### src/rtl/uart_regbank_pkg.sv
package uart_regbank_pkg;

    localparam int CHAR_W  = 8;
    localparam int SEL_W   = 3;
    localparam int MAP_TOP = 5;  // address bits spanned by the map

    // Register selector; the value times four is the byte offset.
    typedef enum logic [SEL_W-1:0] {
        RS_DATA  = 3'd0,
        RS_IEN   = 3'd1,
        RS_IID   = 3'd2,
        RS_LCTL  = 3'd3,
        RS_MCTL  = 3'd4,
        RS_LSTAT = 3'd5,
        RS_MSTAT = 3'd6,
        RS_DIVR  = 3'd7
    } reg_sel_e;

    typedef struct packed {
        logic     hit;
        reg_sel_e sel;
    } decode_t;

    localparam logic [CHAR_W-1:0] IID_TX    = 8'h02;
    localparam logic [CHAR_W-1:0] IID_RX    = 8'h04;
    localparam int                IEN_RX    = 0;
    localparam int                IEN_TX    = 1;
    localparam int                LS_RX     = 0;
    localparam int                LS_TX     = 5;
    localparam logic [CHAR_W-1:0] LS_STORED = 8'hDE;

    // 00 -> 0x1F, 01 -> 0x3F, 10 -> 0x7F, 11 -> 0xFF
    function automatic logic [CHAR_W-1:0] width_mask(input logic [1:0] wls);
        logic [CHAR_W:0] m;
        m = (9'h020 << wls) - 9'h001;
        return m[CHAR_W-1:0];
    endfunction

endpackage

### src/rtl/uart_tx_hold.sv
module uart_tx_hold
    import uart_regbank_pkg::*;
(
    input  logic              clk,
    input  logic              rst,
    input  logic              load,
    input  logic [CHAR_W-1:0] load_byte,
    input  logic [1:0]        wls,
    input  logic              tx_ready,
    output logic [CHAR_W-1:0] tx_data,
    output logic              tx_valid,
    output logic              done,
    output logic              empty
);
    logic [CHAR_W-1:0] hold_q;
    logic              pend_q;

    always_ff @(posedge clk) begin
        if (rst) begin
            hold_q <= '0;
            pend_q <= 1'b0;
        end else if (load) begin
            hold_q <= load_byte;
            pend_q <= 1'b1;
        end else if (pend_q && tx_ready) begin
            pend_q <= 1'b0;
        end
    end

    assign tx_valid = pend_q;
    assign tx_data  = hold_q & width_mask(wls);
    assign done     = pend_q & tx_ready;
    assign empty    = ~pend_q;


    load_raises_valid_chk: assert property (@(posedge clk) disable iff (rst)
        load |=> tx_valid);


    stall_holds_chk: assert property (@(posedge clk) disable iff (rst)
        (tx_valid && !tx_ready && !load) |=> (tx_valid && $stable(hold_q)));

endmodule

### src/rtl/uart_rx_hold.sv
module uart_rx_hold
    import uart_regbank_pkg::*;
(
    input  logic              clk,
    input  logic              rst,
    input  logic              in_valid,
    input  logic [CHAR_W-1:0] in_byte,
    input  logic              take,
    output logic [CHAR_W-1:0] rbr,
    output logic              full,
    output logic              accept,
    output logic              taken
);
    logic [CHAR_W-1:0] rbr_q;
    logic              full_q;

    assign accept = in_valid & ~full_q;
    assign taken  = take & full_q;

    always_ff @(posedge clk) begin
        if (rst) begin
            rbr_q  <= '0;
            full_q <= 1'b0;
        end else if (accept) begin
            rbr_q  <= in_byte;
            full_q <= 1'b1;
        end else if (taken) begin
            full_q <= 1'b0;
        end
    end

    assign rbr  = rbr_q;
    assign full = full_q;


    capture_sets_full_chk: assert property (@(posedge clk) disable iff (rst)
        (in_valid && !full) |=> full);


    full_keeps_byte_chk: assert property (@(posedge clk) disable iff (rst)
        (full && !take) |=> (full && $stable(rbr)));


    read_empties_chk: assert property (@(posedge clk) disable iff (rst)
        (full && take) |=> !full);

endmodule

### src/rtl/uart_int_id.sv
module uart_int_id
    import uart_regbank_pkg::*;
(
    input  logic              clk,
    input  logic              rst,
    input  logic              ien_wr,
    input  logic              iid_wr,
    input  logic [CHAR_W-1:0] wbyte,
    input  logic              tx_done,
    input  logic              tx_load,
    input  logic              tx_empty,
    input  logic              rx_accept,
    input  logic              rx_taken,
    output logic [CHAR_W-1:0] ien,
    output logic [CHAR_W-1:0] iid,
    output logic              irq
);
    logic [CHAR_W-1:0] ien_q, iid_q, iid_d;

    always_comb begin
        iid_d = iid_q;
        if (tx_done)   iid_d = IID_TX;
        if (rx_accept) iid_d = iid_d | IID_RX;
        if (rx_taken)  iid_d = iid_d & ~IID_RX;
        if (tx_load)   iid_d = iid_d & ~IID_TX;
        if (ien_wr && wbyte[IEN_TX] && tx_empty) iid_d = iid_d | IID_TX;
        if (iid_wr)    iid_d = wbyte;
    end

    always_ff @(posedge clk) begin
        if (rst) begin
            ien_q <= '0;
            iid_q <= '0;
        end else begin
            iid_q <= iid_d;
            if (ien_wr) ien_q <= wbyte;
        end
    end

    assign ien = ien_q;
    assign iid = iid_q;
    assign irq = (ien_q[IEN_TX] & iid_q[1]) | (ien_q[IEN_RX] & iid_q[2]);


    done_marks_tx_chk: assert property (@(posedge clk) disable iff (rst)
        (tx_done && !tx_load && !iid_wr) |=> (iid == IID_TX));


    enable_fires_chk: assert property (@(posedge clk) disable iff (rst)
        (ien_wr && wbyte[IEN_TX] && tx_empty) |=> irq);


    disable_quiet_chk: assert property (@(posedge clk) disable iff (rst)
        (ien_wr && wbyte[1:0] == 2'b00) |=> !irq);

endmodule

### src/rtl/uart_regbank.sv
module uart_regbank
    import uart_regbank_pkg::*;
#(
    parameter int ADDR_W = 8,
    parameter int BUS_W  = 32
) (
    input  logic              clk,
    input  logic              rst,
    input  logic [ADDR_W-1:0] bus_addr,
    input  logic              bus_wr,
    input  logic              bus_rd,
    input  logic [BUS_W-1:0]  bus_wdata,
    output logic [BUS_W-1:0]  bus_rdata,
    output logic              irq,
    output logic [CHAR_W-1:0] tx_data,
    output logic              tx_valid,
    input  logic              tx_ready,
    input  logic [CHAR_W-1:0] rx_data,
    input  logic              rx_valid,
    output logic              rx_ready
);
    localparam int PAD_W = BUS_W - CHAR_W;

    decode_t           dec;
    logic [CHAR_W-1:0] wbyte;
    logic              wr_data, wr_ien, wr_iid, rd_data;
    logic [CHAR_W-1:0] lctl_q, mctl_q, mstat_q, divr_q, lsmisc_q;
    logic              tx_done, tx_empty, rx_full, rx_accept, rx_taken;
    logic [CHAR_W-1:0] rbr, ien, iid, lstat, rd_byte;

    always_comb begin
        dec.hit = (bus_addr[1:0] == 2'b00) && ((bus_addr >> MAP_TOP) == '0);
        dec.sel = reg_sel_e'(bus_addr[MAP_TOP-1:2]);
    end

    assign wbyte   = bus_wdata[CHAR_W-1:0];
    assign wr_data = bus_wr && dec.hit && dec.sel == RS_DATA;
    assign wr_ien  = bus_wr && dec.hit && dec.sel == RS_IEN;
    assign wr_iid  = bus_wr && dec.hit && dec.sel == RS_IID;
    assign rd_data = bus_rd && dec.hit && dec.sel == RS_DATA;

    always_ff @(posedge clk) begin
        if (rst) begin
            lctl_q   <= '0;
            mctl_q   <= '0;
            mstat_q  <= '0;
            divr_q   <= '0;
            lsmisc_q <= '0;
        end else if (bus_wr && dec.hit) begin
            case (dec.sel)
                RS_LCTL:  lctl_q   <= wbyte;
                RS_MCTL:  mctl_q   <= wbyte;
                RS_MSTAT: mstat_q  <= wbyte;
                RS_DIVR:  divr_q   <= wbyte;
                RS_LSTAT: lsmisc_q <= wbyte & LS_STORED;
                default:  ;
            endcase
        end
    end

    uart_tx_hold u_tx (
        .clk(clk), .rst(rst), .load(wr_data), .load_byte(wbyte),
        .wls(lctl_q[1:0]), .tx_ready(tx_ready), .tx_data(tx_data),
        .tx_valid(tx_valid), .done(tx_done), .empty(tx_empty)
    );

    uart_rx_hold u_rx (
        .clk(clk), .rst(rst), .in_valid(rx_valid), .in_byte(rx_data),
        .take(rd_data), .rbr(rbr), .full(rx_full), .accept(rx_accept),
        .taken(rx_taken)
    );

    uart_int_id u_int (
        .clk(clk), .rst(rst), .ien_wr(wr_ien), .iid_wr(wr_iid), .wbyte(wbyte),
        .tx_done(tx_done), .tx_load(wr_data), .tx_empty(tx_empty),
        .rx_accept(rx_accept), .rx_taken(rx_taken), .ien(ien), .iid(iid),
        .irq(irq)
    );

    assign rx_ready = ~rx_full;

    always_comb begin
        lstat        = lsmisc_q;
        lstat[LS_RX] = rx_full;
        lstat[LS_TX] = tx_empty;
    end

    always_comb begin
        case (dec.sel)
            RS_DATA:  rd_byte = rbr;
            RS_IEN:   rd_byte = ien;
            RS_IID:   rd_byte = iid;
            RS_LCTL:  rd_byte = lctl_q;
            RS_MCTL:  rd_byte = mctl_q;
            RS_LSTAT: rd_byte = lstat;
            RS_MSTAT: rd_byte = mstat_q;
            default:  rd_byte = divr_q;
        endcase
        bus_rdata = (bus_rd && dec.hit) ? {{PAD_W{1'b0}}, rd_byte} : '0;
    end


    unmapped_zero_chk: assert property (@(posedge clk) disable iff (rst)
        (bus_rd && !dec.hit) |-> (bus_rdata == '0));


    ready_tracks_status_chk: assert property (@(posedge clk) disable iff (rst)
        rx_ready == !lstat[LS_RX]);

endmodule

### config.mk
export PLATFORM = sky130hd
export DESIGN_NAME = uart_regbank
export DESIGN_NICKNAME = d
export VERILOG_FILES = /design/src/rtl/uart_regbank_pkg.sv /design/src/rtl/uart_tx_hold.sv /design/src/rtl/uart_rx_hold.sv /design/src/rtl/uart_int_id.sv /design/src/rtl/uart_regbank.sv
export SDC_FILE = /design/constraint.sdc
export NUM_CORES = 1
export LEC_CHECK = 0
export BUFFER_PORTS_ARGS = -buffer_cell sky130_fd_sc_hd__buf_2
export CORE_UTILIZATION = 57
export DETAILED_ROUTE_END_ITERATION = 6
export PLACE_DENSITY_LB_ADDON = 0.25
export SLEW_MARGIN = 25
export SYNTH_ARGS = -nofsm -noshare
export SYNTH_HDL_FRONTEND = slang
export SYNTH_HIERARCHICAL = 1
export SYNTH_SLANG_ARGS = --single-unit
### constraint.sdc
create_clock -name clk -period 3.8 [get_ports clk]
set_clock_uncertainty 0.1 [all_clocks]
set_input_delay 0.38 -clock clk [delete_from_list [all_inputs] [get_ports clk]]
set_output_delay 0.38 -clock clk [all_outputs]
set_load 0.03 [all_outputs]
==> results_dict.tcl <==
set metrics [dict create \
    outcome "completed" \
    grt_antenna_before_repair 0 \
    drcViolationCount 0 \
    synth.area.top_cells "dfxtp_1 40%, mux2i_1 15%, nor2_1 7.3%" \
    rsz0062_at_grt "false" \
    cts_tree "yes" \
    cts_resized 0 \
    synthTopCellsByCount "72 x dfxtp_1, 71 x nor2_1, 55 x mux2i_1" \
    seq_power_share_pct 48.8 \
    min_period_over_period_pct 74.10 \
    fin_crit_ns 2.816 \
    antenna_left 0 \
    vdd_ir_drop_max_mv 0.3327 \
    die_w_um 81.84 \
    multi_input_area_sq_um 1911 \
    ctsHoldBuffers 0 \
    cts_made_buffers 9 \
    p_clk_share_pct 42.0 \
    p_sw_w 0.0004126 \
    cpMaxStageDelayCell "nor2_1" \
    die-area_sq_um 6698 \
    core-area_sq_um 6026 \
    avgSynthCellArea_sq_um 9.269 \
    yosys_warnings 6 \
    synth_top_area_cell "dfxtp_1" \
    num-fill-cells 537 \
    async_flop_share_pct 0 \
    synth-seq-cells 72 \
    grt_pass1_wl_um 13430 \
    internal-power_w 0.001165 \
    synth_edf_count 0 \
    crit_buf_inv 2 \
    hold_ws_ns 0.1961 \
    fin_ws_ns 0.9843 \
    setup_viol 0 \
    routedWlPerCell_um 17.64 \
    endpoint_kind "output port" \
    num_vias 2921 \
    start_util_pct 60.30 \
    cts_num_sinks 72 \
    syn_inst 392 \
    slew_violations 0 \
    htree_levels 3 \
    finalSetupTns_ns 0 \
    dominantRegCellSynth "dfxtp_1" \
    register_area_sq_um 1441 \
    nets 476 \
    hold_viol 0 \
    numPortBuffers 48 \
    ys_seq_area_share_pct 39.67 \
    min-delay-path-class "input pin to flop" \
    tightest_slew_ns 0.8113 \
    io_pins 97 \
    crit_type "input pin to output port" \
    track_usage_pct 27.56 \
    die-height_um 81.84 \
    viasPerCell 5.830 \
    rows 28 \
    cellPowerDensity_nw_per_um2 402.4 \
    hpwl_um 5770 \
    postCtsSetupBuffers 0 \
    required_ns 3.32 \
    max_freq_ghz 0.3552 \
    cap_violations 0 \
    diodes 0 \
    synth.most_common_cell "dfxtp_1" \
    syn_area_sq_um 3633 \
    drive_gt1_share_pct 19.25 \
    fin_util_pct 65.07 \
    grt_pass1_vias 2573 \
    firstDrtPassIters 5 \
    clk_pin_slew_ns 0.08 \
    p_sw_share_pct 26.15 \
    grt_overflow 0 \
    cts_buffer_depth 2 \
    drt_iter0_drc 245 \
    insertion_delay_ns 0.35 \
    crit_chain "buf_2 -> nor2_1 -> a22o_1 -> a22oi_1 -> a211oi_1 -> buf_2" \
    crit_fanout 31 \
    cp_top_family "compound AO/OA/AOI/OAI gates" \
    root_buffer "clkbuf_8" \
    gp_congestion 0.8033 \
    worst_path_most_repeated_cell "buf_2" \
    crit_path_start_kind "input pin" \
    cp_slowest_stage_delay_ns 0.58 \
    synth.distinct_cells 48 \
    area_growth_pct 7.920 \
    grt_max_degree 50 \
    power_leakage_nw 1.841 \
    routed_wl_um 8836 \
    synth_top_area_share_pct 39.67 \
    dp_slack_ns 1.092 \
    pwr-share-comb_pct 9.2 \
    arrival_ns 2.34 \
    slew_headroom_pct 45.91 \
]
[state kept, by name, indices dropped and copies added, names as in the netlist]
signal	count
u_rx/rbr	8
lctl_q	8
lsmisc_q	6
mctl_q	8
u_rx/full	1
mstat_q	8
u_int/ien	8
u_tx/hold_q	8
divr_q	8
u_tx/tx_valid	1
u_int/iid	8
[layer usage]
| layer | vias up | track usage (%) | wire length (um) | share of wire (%) |
|---|---|---|---|---|
| met2 | 119 | 42.56 | 4100 | 46 |
| li1 | 1393 | - | - | - |
| met5 | - | 0 | 0 | 0 |
| met4 | 0 | 12.28 | 155 | 1.8 |
| met1 | 1392 | 37.36 | 4051 | 46 |
| met3 | 17 | 4.889 | 528 | 6.0 |
[worst min-delay path, delay by kind of cell]
kind / cells / cell delay (ns)
AOI/OAI and AO/OA: 1 / 0.06
buffers and inverters: 1 / 0.08
and+or+nand+nor: 1 / 0.09
[cells by family (layout without fill, tap and decap cells)]
logic type | count (synthesis) | after routing | share of synthesized area (%)
compound gates | 65 | 65 | 12.91
buf+inv | 58 | 69 | 10.12
flops | 72 | 72 | 39.67
mux | 62 | 62 | 17.32
other cells | 1 | 24 | 0.1032
simple gates | 134 | 134 | 19.87
[path summary, 6_finish.rpt]
kind,from,end,slack (ns),cells after the start
hold / removal,tx_ready,u_tx/tx_valid,0.20,3
setup / recovery,bus_addr[3],bus_rdata[1],0.98,6
hold reg to reg,u_rx/rbr[7],u_rx/rbr[7],0.38,2
setup reg to reg,u_rx/full,u_int/iid[2],2.12,4
[stage by stage]
stage / power [W] / cell area, sq um / instances
6_report: 0.001578 / 3921 / 501
5_1_grt: 0.001619 / 3921 / 501
4_1_cts: 0.001577 / 3921 / 501
3_5_place_dp: 0.0009291 / 3712 / 486
3_3_place_gp: 0.0009262 / 3712 / 486
2_1_floorplan: 0.0009015 / 3720 / 415
[cell type report]
| type | instances | share of cell area [%] |
|---|---|---|
| Clock inverter | 6 | 2.170 |
| Tap cell | 75 | 2.393 |
| Multi-Input combinational cell | 285 | 48.72 |
| Timing Repair Buffer | 49 | 6.318 |
| Sequential cell | 72 | 36.76 |
| Clock buffer | 9 | 3.159 |
| Inverter | 5 | 0.4786 |
[layout by cell type (no fill, tap or decap), types with 2 or more instances in the layout]
| master | count |
|---|---|
| o221ai_1 | 4 |
| a221oi_1 | 2 |
| nand3_2 | 2 |
| o21ai_0 | 8 |
| a21oi_1 | 10 |
| clkinv_2 | 2 |
| and3_1 | 5 |
| a22oi_1 | 8 |
| nand2b_1 | 10 |
| inv_1 | 5 |
| nand4bb_1 | 8 |
| clkinvlp_4 | 2 |
| o221a_2 | 4 |
| nand3_1 | 4 |
| nor2_1 | 71 |
| conb_1 | 24 |
| o21ai_1 | 8 |
| bufinv_16 | 2 |
| buf_2 | 48 |
| a211oi_1 | 3 |
| o21a_1 | 2 |
| clkbuf_8 | 9 |
| nor2b_1 | 5 |
| mux2i_1 | 55 |
| dfxtp_1 | 72 |
| nand2_1 | 8 |
| mux2_2 | 7 |
| and2_1 | 5 |
| a22o_1 | 6 |
| a31oi_1 | 2 |
| nor3b_1 | 8 |
[power groups by stage]
stage	Clock (W)	Combinational, W	Sequential, W
4_1_cts	0.000665	0.000143	0.000770
3_3_place_gp	0	0.000139	0.000787
3_5_place_dp	0	0.000142	0.000787
2_1_floorplan	0	0.000118	0.000783
5_1_grt	0.000693	0.000156	0.000770
6_report	0.000663	0.000145	0.000770
Note: power is estimated with default switching activity, not from simulation.
